`config.mk`:
```
export PLATFORM = sky130hd
export DESIGN_NAME = intr_fanin_ctrl
export DESIGN_NICKNAME = d
export VERILOG_FILES = /design/src/rtl/intr_fanin_pkg.sv /design/src/rtl/intr_edge_latch.sv /design/src/rtl/intr_regfile.sv /design/src/rtl/intr_out_stage.sv /design/src/rtl/intr_fanin_ctrl.sv
export SDC_FILE = /design/constraint.sdc
export NUM_CORES = 1
export LEC_CHECK = 0
export BUFFER_PORTS_ARGS = -buffer_cell sky130_fd_sc_hd__buf_2
export CAP_MARGIN = 20
export CORE_MARGIN = 2
export CORE_UTILIZATION = 35
export DETAILED_ROUTE_END_ITERATION = 10
export PLACE_DENSITY_LB_ADDON = 0.05
export SETUP_SLACK_MARGIN = 0.5
export SYNTH_ARGS = -nofsm -noshare
export SYNTH_HDL_FRONTEND = slang
export SYNTH_SLANG_ARGS = --single-unit
```
`constraint.sdc`:
```
create_clock -name clk_i -period 2 [get_ports clk_i]
set_input_delay 0.4 -clock clk_i [delete_from_list [all_inputs] [get_ports clk_i]]
set_output_delay 0.4 -clock clk_i [all_outputs]
set_load 0.02 [all_outputs]
```
`src/rtl/intr_fanin_pkg.sv`:
```
package intr_fanin_pkg;
  localparam int unsigned ADDR_W = 3;

  typedef enum logic [ADDR_W-1:0] {
    REG_RAW      = 3'd0,
    REG_ENABLE   = 3'd1,
    REG_LO_STAT  = 3'd2,
    REG_HI_STAT  = 3'd3,
    REG_ROUTE    = 3'd4,
    REG_EN_SET   = 3'd5,
    REG_EN_CLR   = 3'd6,
    REG_ACK      = 3'd7
  } reg_sel_e;
endpackage

```
`src/rtl/intr_edge_latch.sv`:
```
module intr_edge_latch #(
  parameter int unsigned N = 32
) (
  input  logic         clk_i,
  input  logic         rst_ni,
  input  logic [N-1:0] src_i,
  input  logic [N-1:0] ack_i,
  output logic [N-1:0] pend_o
);
  logic [N-1:0] src_q;

  for (genvar k = 0; k < N; k++) begin : g_src
    logic rise;
    assign rise = src_i[k] & ~src_q[k];

    always_ff @(posedge clk_i or negedge rst_ni) begin
      if (!rst_ni) begin
        src_q[k]  <= 1'b0;
        pend_o[k] <= 1'b0;
      end else begin
        src_q[k]  <= src_i[k];
        // a fresh edge wins over a same-cycle acknowledge
        pend_o[k] <= rise | (pend_o[k] & ~ack_i[k]);
      end
    end
  end
endmodule

```
`src/rtl/intr_regfile.sv`:
```
module intr_regfile
  import intr_fanin_pkg::*;
#(
  parameter int unsigned N = 32
) (
  input  logic              clk_i,
  input  logic              rst_ni,
  input  logic              wr_en_i,
  input  logic              rd_en_i,
  input  logic [ADDR_W-1:0] addr_i,
  input  logic [N-1:0]      wdata_i,
  input  logic [N-1:0]      pend_i,
  input  logic [N-1:0]      lo_stat_i,
  input  logic [N-1:0]      hi_stat_i,
  output logic [N-1:0]      enable_o,
  output logic [N-1:0]      route_o,
  output logic [N-1:0]      ack_o,
  output logic [N-1:0]      rdata_o
);
  reg_sel_e     sel;
  logic [N-1:0] rd_val;

  assign sel   = reg_sel_e'(addr_i);
  assign ack_o = (wr_en_i && sel == REG_ACK) ? wdata_i : '0;

  always_ff @(posedge clk_i or negedge rst_ni) begin
    if (!rst_ni) begin
      enable_o <= '0;
      route_o  <= '0;
    end else if (wr_en_i) begin
      unique case (sel)
        REG_EN_SET: enable_o <= enable_o | wdata_i;
        REG_EN_CLR: enable_o <= enable_o & ~wdata_i;
        REG_ROUTE:  route_o  <= wdata_i;
        default: ;
      endcase
    end
  end

  always_comb begin
    unique case (sel)
      REG_RAW:     rd_val = pend_i;
      REG_ENABLE:  rd_val = enable_o;
      REG_LO_STAT: rd_val = lo_stat_i;
      REG_HI_STAT: rd_val = hi_stat_i;
      REG_ROUTE:   rd_val = route_o;
      default:     rd_val = '0;
    endcase
  end

  always_ff @(posedge clk_i or negedge rst_ni) begin
    if (!rst_ni) rdata_o <= '0;
    else         rdata_o <= rd_en_i ? rd_val : '0;
  end
endmodule

```
`src/rtl/intr_out_stage.sv`:
```
module intr_out_stage #(
  parameter int unsigned N = 32
) (
  input  logic         clk_i,
  input  logic         rst_ni,
  input  logic [N-1:0] pend_i,
  input  logic [N-1:0] enable_i,
  input  logic [N-1:0] route_i,
  output logic [N-1:0] lo_stat_o,
  output logic [N-1:0] hi_stat_o,
  output logic         irq_lo_o,
  output logic         irq_hi_o
);
  logic [N-1:0] live;

  assign live      = pend_i & enable_i;
  assign lo_stat_o = live & ~route_i;
  assign hi_stat_o = live & route_i;

  always_ff @(posedge clk_i or negedge rst_ni) begin
    if (!rst_ni) begin
      irq_lo_o <= 1'b0;
      irq_hi_o <= 1'b0;
    end else begin
      irq_lo_o <= |lo_stat_o;
      irq_hi_o <= |hi_stat_o;
    end
  end
endmodule

```
`src/rtl/intr_fanin_ctrl.sv`:
```
module intr_fanin_ctrl
  import intr_fanin_pkg::*;
#(
  parameter int unsigned NUM_SRC = 32
) (
  input  logic               clk_i,
  input  logic               rst_ni,
  input  logic [NUM_SRC-1:0] src_i,
  input  logic               wr_en_i,
  input  logic               rd_en_i,
  input  logic [ADDR_W-1:0]  addr_i,
  input  logic [NUM_SRC-1:0] wdata_i,
  output logic [NUM_SRC-1:0] rdata_o,
  output logic               irq_lo_o,
  output logic               irq_hi_o
);
  logic [NUM_SRC-1:0] pend_q, enable_q, route_q, ack, lo_stat, hi_stat;

  intr_edge_latch #(.N(NUM_SRC)) i_latch (
    .clk_i  (clk_i),
    .rst_ni (rst_ni),
    .src_i  (src_i),
    .ack_i  (ack),
    .pend_o (pend_q)
  );

  intr_regfile #(.N(NUM_SRC)) i_regs (
    .clk_i     (clk_i),
    .rst_ni    (rst_ni),
    .wr_en_i   (wr_en_i),
    .rd_en_i   (rd_en_i),
    .addr_i    (addr_i),
    .wdata_i   (wdata_i),
    .pend_i    (pend_q),
    .lo_stat_i (lo_stat),
    .hi_stat_i (hi_stat),
    .enable_o  (enable_q),
    .route_o   (route_q),
    .ack_o     (ack),
    .rdata_o   (rdata_o)
  );

  intr_out_stage #(.N(NUM_SRC)) i_out (
    .clk_i     (clk_i),
    .rst_ni    (rst_ni),
    .pend_i    (pend_q),
    .enable_i  (enable_q),
    .route_i   (route_q),
    .lo_stat_o (lo_stat),
    .hi_stat_o (hi_stat),
    .irq_lo_o  (irq_lo_o),
    .irq_hi_o  (irq_hi_o)
  );
endmodule

```
==> out/qor.yml <==
run_status:
  status: "completed"
floorplanning:
  core_sq_mm: 0.02115
  start_util: 0.3585
  row_count: 53
  die_area_sq_mm: 0.02286
  die_y_microns: 151.2
  io_pins: 105
  die_w_microns: 151.2
power_and_ir_drop:
  p_per_area_mw_per_mm2: 960.8
  p_leak_nw: 4.464
  p_total_mw: 9.267
  peakVddDrop_mv: 0.4951
placement:
  post-place-cells: 1120
  placed_cell_area_sq_mm: 0.008775
  port_buffers: 104
  finalWeightedCongestion: 0.8357
  place_hpwl_microns: 16270
cts:
  cts_tree: "built"
  insertion_delay_ns: 0.42
  cts_inserted_buffers: 17
  clk_pin_slew_ns: 0.06
  h-tree-depth: 4
  root_buffer: "clkbuf_16"
  clkSinkCount: 162
  clk_path_buf_depth: 2
sta:
  setup_viol: 0
  fin_crit_ns: 1.746
  fin_tns_setup_ns: 0
  finClkSkew_ns: 0.005842
  timing_hold_violations_final: 0
  finalCritPeriodShare: 0.8730
  fmax_mhz: 572.7
  rsz0062_at_grt: "true"
  slew_viol_final: 0
  worst_pin_slew_ns: 0.7035
  slew_headroom: 0.5305
synthesis:
  netlist_area_sq_mm: 0.007585
  avgSynthCellArea_sq_um: 10.18
  yosysTopAreaCellShare: 0.5345
  async_reset_ff_frac: 1.000
  synthTopCellsByArea: "dfrtp_1, a22o_1, a21oi_1"
  post-synth-top-area-cell: "dfrtp_1"
  yosys_warnings: 0
  ys_seq_area_frac: 0.5345
  netlist_instances: 745
  synth_fp_nets: 816
  synth_enable_flop_cells: 0
  ys_ff_latch: 162
  ys.flop_type: "dfrtp_1"
  ys_types: 46
layout:
  layout_commonest_cell: "dfrtp_1"
  layout_common_cells: "dfrtp_1, nand2_1, buf_2"
  antenna_cells: 0
  drive_gt1_frac: 0.3260
  nets: 965
  fin_area_sq_mm: 0.009646
  final_cells: 1180
  area_growth_pct: 27.17
  fill_cells: 1986
worst_setup_path:
  path_common_cell: "or4_4"
  cp.required_ns: 2.29
  cp_top_family: "simple AND/OR/NAND/NOR gates"
  critPathKind: "register to register"
  crit_path_end_kind: "register"
  startpoint_type: "register"
  cp_slowest_cell: "or4_4"
  crit_path_max_incr_delay_ns: 0.53
  arrival_ns: 2.04
  crit_buf_inv: 0
  path_max_fanout: 2
  crit_chain: "nand3_4, nand4_2, or4_4, or4_4"
job:
  drv_cap: 0
route:
  drt-total-wl_microns: 24500
  drtAntennaViolNets: 0
  viasPerCell: 5.515
  drcViolationCount: 0
  drt_iter0_drc: 560
  vias: 6508
  dr.pass1.iters: 5
  wl_per_cell_microns: 20.76
global_routing:
  grt_pass1_vias: 6478
  grt_use_total: 0.2208
  gr-total-overflow: 0
  antenna_found_initial: 0
  grt_max_degree: 67
  grt_pass1_wl_microns: 37800
min_path:
  hold_path.class: "input pin to register"
==> path summary, 6_finish.rpt <==
check	start	endpoint	cells past startpoint	slack, ns
max	i_latch.pend_o[5]	i_out.irq_hi_o	4	0.25
min in group asynchronous	rst_ni	i_regs.rdata_o[29]	2	0.51
max reg2reg	i_latch.pend_o[5]	i_out.irq_hi_o	4	0.25
min reg2reg	i_latch.pend_o[29]	i_latch.pend_o[29]	1	0.55
min	src_i[20]	i_latch.src_q[20]	1	0.1
max in group asynchronous	rst_ni	i_regs.route_o[0]	3	0.87
==> timing repair <==
| action | CTS | global route |
|---|---|---|
| gates resized for setup | 27 | 11 |
| pin swaps | 5 | 5 |
| setup buffers | 20 | 9 |
| endpoints found under the hold margin | 43 | 0 |
| hold buffers | 1 | 0 |
| setup endpoints to repair | 2 | 4 |
==> cell type report <==
cell class              instances  area, sq um  area share
repair buffers                170         1162      0.1205
clock inverters                10        88.84    0.009210
multi-input cells             510         3398      0.3523
flip-flops and latches        162         4081      0.4231
clock buffers                  20        446.7     0.04631
well taps                     275        344.1     0.03567
inverters                      33        123.9     0.01284
==> cell usage after synthesis (4+ instances only) <==
cell         n
nand4_1      7
nor2b_1      6
nand3_1     20
dfrtp_1    162
o2bb2ai_1    5
o221ai_1     6
a21o_1       4
nand3b_1     4
nor3b_1      4
and2_1       6
o22ai_1      8
nor2_1      45
and3_1       7
o21ai_1      6
nand3_2      4
a21boi_0     5
a211oi_1    21
o21ai_0      4
a31oi_1     34
nand2_1    105
clkbuf_1    19
mux2_1      32
a22o_1      52
buf_2       12
inv_1       33
a21bo_2     21
a21oi_1     80
a221oi_1     4
buf_6        5
==> metal layers <==
metal / wire length [microns] / track usage / up-vias / share of wire
met2: 11630 / 0.3557 / 228 / 0.47
met4: 447 / 0.06729 / 0 / 0.018
met3: 1264 / 0.04639 / 28 / 0.052
met5: 0 / 0 / - / 0
met1: 11160 / 0.2995 / 3247 / 0.46
li1: - / - / 3005 / -
==> per-stage QoR <==
step | worst slack [ns] | utilization | hold slack, ns
after floorplan | 0.4125 | - | 0.1044
after global placement | 0.1035 | 0.4148 | 0.4027
after detailed placement | 0.1147 | 0.4148 | 0.4047
after CTS | 0.2429 | 0.4512 | 0.07962
after global routing | 0.2177 | 0.4560 | 0.07351
final | 0.2540 | 0.4560 | 0.09556
==> where the power goes <==
part / leakage [nW] / switching, mW / internal [mW]
Clock: 0.254 / 1.34 / 1.72
Sequential: 1.79 / 0.453 / 3.68
Combinational: 2.42 / 1.07 / 0.994
Total: 4.46 / 2.87 / 6.40
==> worst register-to-register path, stage by stage (launching register included) <==
cell and delay (ns):
dfrtp_2 0.43, nand3_4 0.12, nand4_2 0.11, or4_4 0.53, or4_4 0.43
==> cells by family after synthesis <==
kind of cell              Yosys count  share of synthesized area
xor gates and xnor gates            1                   0.001155
buffers and inverters              73                    0.04355
muxes                              32                    0.04751
DFF                               162                     0.5345
AOI/OAI and AO/OA                 257                     0.2367
and+or+nand+nor                   220                     0.1366
No activity file was read; power rests on OpenSTA's default activity.
